--- src/rtl/sleep_pkg.sv ---
package sleep_pkg;

   typedef enum logic [1:0] {
      SLP_AWAKE    = 2'd0,
      SLP_ENTERING = 2'd1,
      SLP_ASLEEP   = 2'd2,
      SLP_EXITING  = 2'd3
   } slp_state_e;

   function automatic int unsigned imax(input int unsigned a, input int unsigned b);
      return (a > b) ? a : b;
   endfunction

   function automatic int unsigned cnt_bits(input int unsigned top);
      return (top > 1) ? $clog2(top) : 1;
   endfunction

endpackage

--- src/rtl/sleep_sync.sv ---
module sleep_sync #(
   parameter int unsigned STAGES = 2
) (
   input  logic clk,
   input  logic rst_n,
   input  logic d_async,
   output logic q_sync
);

   generate
      if (STAGES == 0) begin : g_bypass
         assign q_sync = d_async;
      end else begin : g_chain
         logic [STAGES-1:0] chain_q;
         always_ff @(posedge clk or negedge rst_n) begin
            if (!rst_n) chain_q <= '0;
            else        chain_q <= {chain_q[STAGES-2 >= 0 ? STAGES-2 : 0 : 0], d_async};
         end
         assign q_sync = chain_q[STAGES-1];
      end
   endgenerate

endmodule

--- src/rtl/sleep_seq.sv ---
module sleep_seq
   import sleep_pkg::*;
#(
   parameter int unsigned ENTRY_CYCLES = 2,
   parameter int unsigned EXIT_LEN     = 2
) (
   input  logic       clk,
   input  logic       rst_n,
   input  logic       req_s,
   output slp_state_e state,
   output logic       flush
);

   localparam int unsigned MAXC  = imax(ENTRY_CYCLES, EXIT_LEN);
   localparam int unsigned CNT_W = cnt_bits(MAXC);
   localparam logic [CNT_W-1:0] ENT_LOAD = CNT_W'(ENTRY_CYCLES - 1);
   localparam logic [CNT_W-1:0] EXT_LOAD = CNT_W'(EXIT_LEN - 1);

   slp_state_e       state_q;
   logic [CNT_W-1:0] cnt_q;
   logic             flush_q;

   always_ff @(posedge clk or negedge rst_n) begin
      if (!rst_n) begin
         state_q <= SLP_AWAKE;
         cnt_q   <= '0;
         flush_q <= 1'b0;
      end else begin
         flush_q <= 1'b0;
         case (state_q)
            SLP_AWAKE: begin
               if (req_s) begin
                  state_q <= SLP_ENTERING;
                  cnt_q   <= ENT_LOAD;
                  flush_q <= 1'b1;
               end
            end
            SLP_ENTERING: begin
               if (cnt_q == '0) state_q <= SLP_ASLEEP;
               else             cnt_q   <= cnt_q - 1'b1;
            end
            SLP_ASLEEP: begin
               if (!req_s) begin
                  state_q <= SLP_EXITING;
                  cnt_q   <= EXT_LOAD;
               end
            end
            SLP_EXITING: begin
               if (cnt_q == '0) state_q <= SLP_AWAKE;
               else             cnt_q   <= cnt_q - 1'b1;
            end
            default: state_q <= SLP_AWAKE;
         endcase
      end
   end

   assign state = state_q;
   assign flush = flush_q;

endmodule

--- src/rtl/sleep_gate.sv ---
module sleep_gate
   import sleep_pkg::*;
(
   input  logic       clk,
   input  logic       rst_n,
   input  slp_state_e state,
   input  logic       acc_sel,
   output logic       access_ok,
   output logic       proto_err
);

   logic in_window;
   logic err_q;

   assign in_window = (state == SLP_ENTERING) || (state == SLP_EXITING);
   assign access_ok = acc_sel && (state == SLP_AWAKE);

   always_ff @(posedge clk or negedge rst_n) begin
      if (!rst_n) err_q <= 1'b0;
      else        err_q <= acc_sel && in_window;
   end

   assign proto_err = err_q;

endmodule

--- src/rtl/sleep_ctrl.sv ---
module sleep_ctrl
   import sleep_pkg::*;
#(
   parameter int unsigned SYNC_STAGES    = 2,
   parameter int unsigned ENTRY_CYCLES   = 2,
   parameter int unsigned EXIT_CYCLES    = 2,
   parameter int unsigned RECOVER_CYCLES = 2
) (
   input  logic clk,
   input  logic rst_n,
   input  logic sleep_req,
   input  logic acc_sel,
   output logic sleep_active,
   output logic access_ok,
   output logic pend_flush,
   output logic proto_err
);

   localparam int unsigned EXIT_LEN = imax(EXIT_CYCLES, RECOVER_CYCLES);

   generate
      if (ENTRY_CYCLES < 1) begin : g_bad_entry
         $error("sleep_ctrl: ENTRY_CYCLES must be at least 1");
      end
      if (EXIT_LEN < 1) begin : g_bad_exit
         $error("sleep_ctrl: exit or recovery length must be at least 1");
      end
      if (SYNC_STAGES == 1) begin : g_bad_sync
         $error("sleep_ctrl: SYNC_STAGES must be 0 or at least 2");
      end
   endgenerate

   logic       req_s;
   slp_state_e state_q;

   sleep_sync #(.STAGES(SYNC_STAGES)) u_sync (
      .clk     (clk),
      .rst_n   (rst_n),
      .d_async (sleep_req),
      .q_sync  (req_s)
   );

   sleep_seq #(.ENTRY_CYCLES(ENTRY_CYCLES), .EXIT_LEN(EXIT_LEN)) u_seq (
      .clk   (clk),
      .rst_n (rst_n),
      .req_s (req_s),
      .state (state_q),
      .flush (pend_flush)
   );

   sleep_gate u_gate (
      .clk       (clk),
      .rst_n     (rst_n),
      .state     (state_q),
      .acc_sel   (acc_sel),
      .access_ok (access_ok),
      .proto_err (proto_err)
   );

   assign sleep_active = (state_q == SLP_ASLEEP);

endmodule

--- config.mk ---
export PLATFORM = sky130hd
export DESIGN_NAME = sleep_ctrl
export DESIGN_NICKNAME = d
export VERILOG_FILES = /design/src/rtl/sleep_pkg.sv /design/src/rtl/sleep_sync.sv /design/src/rtl/sleep_seq.sv /design/src/rtl/sleep_gate.sv /design/src/rtl/sleep_ctrl.sv
export SDC_FILE = /design/constraint.sdc
export NUM_CORES = 1
export LEC_CHECK = 0
export BUFFER_PORTS_ARGS = -buffer_cell sky130_fd_sc_hd__buf_2
export CAP_MARGIN = 20
export CORE_AREA = 2 2 39 41
export DETAILED_ROUTE_END_ITERATION = 10
export DIE_AREA = 0 0 41 43
export HOLD_SLACK_MARGIN = 0.03
export PLACE_DENSITY = 0.48
export SLEW_MARGIN = 20
export SYNTH_ARGS = -nofsm -noshare
export SYNTH_HDL_FRONTEND = slang
export SYNTH_SLANG_ARGS = --single-unit
--- constraint.sdc ---
create_clock -name clk -period 3.2 [get_ports clk]
set_clock_uncertainty 0.2 [all_clocks]
set_input_delay 0.64 -clock clk [delete_from_list [all_inputs] [get_ports clk]]
set_output_delay 0.64 -clock clk [all_outputs]
set_load 0.01 [all_outputs]
Word level (Yosys, flattened, before mapping)
Cells that the tools add are included.
{"block": "classes", "n_addsub": 1, "n_eq_ne": 7, "mux": 11, "reduce_logical": 7}
{"op": "2-bit 2-to-1 mux", "count": 4}
{"op": "2-bit != test (second input constant)", "count": 4}
{"op": "2-bit one-hot mux with 4 select lines", "count": 1}
{"op": "1-bit 2-to-1 mux", "count": 5}
{"op": "2-bit equality test (second input constant)", "count": 2}
{"op": "4-bit AND reduction", "count": 1}
{"op": "1-bit one-hot mux with 3 select lines", "count": 1}
{"op": "2-bit by 1-bit equality test with 1-bit output (second input constant)", "count": 1}
{"op": "1-bit logical AND", "count": 2}
{"op": "2-bit zero test", "count": 1}
{"op": "2-bit AND reduction", "count": 1}
{"op": "2-bit OR reduction", "count": 1}
{"op": "1-bit logical OR", "count": 1}
{"op": "1-bit subtractor (second input constant)", "count": 1}
{"block": "word_totals", "regBits": 7, "elab_cells": 31}

Logic depth before layout (Yosys ltp)
{"block": "logic_depth", "word_depth": 3, "ltp_mapped": 5, "mapped_depth_nobuf": 5}

Modules after synthesis
From an unflattened synthesis, not the netlist that was laid out.
{"block": "unflattened", "hier_cells": 27, "area_unflattened_um2": 344.1}
{"module": "sleep_seq", "instances": 1, "cells_per_inst": 21, "area_per_inst_um2": 236.5}
{"module": "sleep_sync", "instances": 1, "cells_per_inst": 2, "area_per_inst_um2": 50.0}
{"module": "sleep_gate", "instances": 1, "cells_per_inst": 3, "area_per_inst_um2": 43.8}
{"module": "sleep_ctrl", "instances": 1, "cells_per_inst": 1, "area_per_inst_um2": 13.8}

Worst setup path before layout
No wires, ideal clock.
{"block": "synth_path", "kind": "reg2out", "start": "reg u_seq.state_q[0] (netlist: u_seq.state[0])", "end": "out access_ok", "arrival_ns": 0.834, "slack_ns": 1.526, "path_stages_with_launch": 4, "cell_sequence": "dfrtp_1 > inv_1 > ha_1 > and2_1"}
{"block": "synth_via", "elab_chain_len": 2}
{"element": "from (decl)", "line_no": "sleep_seq.sv:19", "rtl": "slp_state_e state_q;"}
{"element": "from (signal assigned)", "line_no": "sleep_seq.sv:25", "rtl": "state_q <= SLP_AWAKE;"}
{"element": "from (signal assigned)", "line_no": "sleep_seq.sv:33", "rtl": "state_q <= SLP_ENTERING;"}
{"element": "from (signal assigned)", "line_no": "sleep_seq.sv:39", "rtl": "if (cnt_q == '0) state_q <= SLP_ASLEEP;"}
{"element": "2-bit zero test", "line_no": "sleep_gate.sv:16", "rtl": "assign access_ok = acc_sel && (state == SLP_AWAKE);"}
{"element": "1-bit logical AND", "line_no": "sleep_gate.sv:16"}
{"element": "to (decl)", "line_no": "sleep_ctrl.sv:14", "rtl": "output logic access_ok,"}
Every way passes these cells.

Worst setup path in the final report
Same ends and word-level chain as after synthesis.

==> out/results.tsv <==
stage	metric	value	unit
clocking	cts_buffers	3	
placed_design	gp_congestion	0.762	
timing	setup_viol	0	
worst_hold_path	holdPathStages	0	
global_routing	gr-max-usage-layer	met2	
global_routing	grt_max_degree	8	
detailed_routing	ant_nets	0	
layout	fin_cells	55	
clocking	clock_latency	0.25	ns
clocking	cts_sinks	7	
die	dieArea	1760	sq um
detailed_routing	vias	237	
layout	layout-drive-gt1-share	28.2	%
yosys	syn_inst	27	
clocking	cts_buffer_depth	2	
yosys	yosys-top-cells-area	dfrtp_1 54%, ha_1 16%, mux2_1 3.5%	
die	die_w	41	um
timing	worstMarginPinSlew	0.272	ns
power	ir_worst_vdd	400	uV
worst_hold_path	holdCritStartpoint	u_sync.g_chain.chain_q[0]	
critical_path	reg2reg_to	u_seq.cnt_q	
layout	syn2layout_area_growth	28.4	%
layout	design_area	413	sq um
global_routing	use_met1	8.52	%
yosys	synth_cell_types	15	
global_routing	grt_pass1_vias	221	
yosys	netlist_area	322	sq um
placed_design	placed_cell_area	377	sq um
global_routing	met2_usage	10.9	%
timing	fin_ws	1.09	ns
critical_path	required	2.36	ns
critical_path	r2r_start	u_seq.state[0]	
detailed_routing	avgViaCountPerCell	4.31	
yosys	synth_fp_nets	35	
detailed_routing	routedWlPerCell	9.69	um
timing	slew_headroom	81.4	%
global_routing	grt_first_pass_wirelength	897	um
critical_path	reg2reg_depth	4	
die	rows	14	
timing	rsz0062_at_grt	false	
layout	final_util	29.8	%
placed_design	place_ws	1.35	ns
clocking	cts_tree	built	
placed_design	dp_cells	50	
global_routing	grt_use_met3	7.85	%
clocking	ctsResizeCount	0	
flow_run	max_cap_violations	0	
yosys	ys_seq_area_share	54.5	%
layout	final_nets	48	
yosys	synth_largest_area_cell	dfrtp_1	
die	die_h	43	um
layout	fillers	144	
timing	period_share	65.8	%
global_routing	overflow	0	
die	num_io_pins	8	
layout	diodes	0	
yosys	ys.warnings.count	0	
worst_hold_path	hold_class	register to register	
timing	fin_setup_tns	0	ns
critical_path	path_class	register to primary output	
global_routing	grt_use_total	8.59	%
power	leakagePower	0.208	nW
detailed_routing	first_pass_iters	2	
clocking	htreeDepth	1	
die	start_util	23.2	%
power	p_per_area	933	nW/um^2
status	status	finished, final reports clean	
critical_path	start_kind	register	
yosys	synth.top_cell.area_share	54.5	%
detailed_routing	initialDrtViolationCount	1	
detailed_routing	drc_errors	0	
yosys	synth-seq-cells	7	
critical_path	cp_data_arrival_time	1.27	ns
critical_path	crit_path_end_kind	primary output	
critical_path	rrSetupSlack	1.52	ns
timing	finalMaxSlewViolations	0	
detailed_routing	totalWireLength	533	um
global_routing	antenna_found_initial	0	
timing	hold_slack	0.149	ns
placed_design	numPortBuffers	7	
yosys	synth.avg_cell_area	11.9	sq um
clocking	root_buffer	clkbuf_4	
timing	final-hold-violation-count	0	
critical_path	critPathMaxFanout	5	
clocking	cts.clk_slew.worst_paths	0.05	ns
timing	min_period	2.11	ns
power	finalPower	385	uW
worst_hold_path	hold_end	u_sync.g_chain.chain_q[1]	
timing	max_freq	0.475	GHz
die	design.core.area	1380	sq um
critical path, stage by stage, from the launching register on:
cell     delay [ns]
dfrtp_1        0.41
inv_1          0.08
ha_1           0.25
and2_1         0.15
buf_2          0.13
synthesized netlist by cell type:
master,count
mux2_1,1
nor2_1,2
a31o_1,1
ha_1,4
nand2_1,1
a21oi_1,2
inv_1,2
nand2b_1,1
mux2i_1,1
a31oi_1,1
and2_2,1
nor2b_1,1
and2_1,1
dfrtp_1,7
o21ai_1,1
layer usage:
layer / vias up / part of all wire [%]
met5: - / 0
met4: 0 / 2.3
met3: 2 / 9.0
met2: 8 / 50
met1: 113 / 39
li1: 114 / -
cells by family (layout without fill, tap and decap cells):
family                     after synthesis  after routing  synth area share, %
DFF                                      7              7                 54.5
and+or+nand+nor                          7              7                 11.7
muxes                                    2              2                 6.61
adders and majority gates                4              4                 15.6
buffers and inverters                    2             14                 2.34
AOI/OAI and AO/OA                        5              5                 9.34
registers in the layout, indices dropped and copies added, names as in the netlist:
signal	count
u_gate.proto_err	1
u_seq.cnt_q	1
u_seq.flush	1
u_seq.state	2
u_sync.g_chain.chain_q	2
final cells by class:
class	count	area (sq um)	area share (%)
multi-input combinational	18	139	33.6
sequential	7	175	42.4
clock buffer	4	26.3	6.36
tap	16	20.0	4.85
inverter	2	7.51	1.82
timing repair buffer	8	45.0	10.9
cells in the final DEF (no fill, tap or decap):
cell type and n:
buf_2 7, clkbuf_1 1, and2_2 1, nor2b_1 1, a31o_1 1, nand2_1 1, a21oi_1 2, inv_1 2
dfrtp_1 7, nand2b_1 1, ha_1 4, a31oi_1 1, dlygate4sd3_1 1, mux2_1 1, o21ai_1 1, nor2_1 2
mux2i_1 1, clkbuf_4 3, and2_1 1
repair_timing:
action / CTS / global route
buffers inserted: 0 / 0
hold buffers: 1 / 0
hold endpoints to repair: 7 / 0
setup endpoints to repair: 0 / 0
worst max path at each step:
stage / endpoint / from / cells after the start
2_1_floorplan: access_ok / u_seq.state[0] / 3
4_1_cts: access_ok / u_seq.state[0] / 4
5_1_grt: access_ok / u_seq.state[0] / 4
3_3_place_gp: access_ok / acc_sel / 3
6_report: access_ok / u_seq.state[0] / 4
3_5_place_dp: access_ok / u_seq.state[0] / 4
power by group:
part | total [mW] | internal (mW) | switching [mW]
registers | 0.139 | 0.120 | 0.0189
clock network | 0.0774 | 0.0474 | 0.0300
logic | 0.169 | 0.0770 | 0.0916
total | 0.385 | 0.245 | 0.140
No activity file was read; power rests on OpenSTA's default activity.
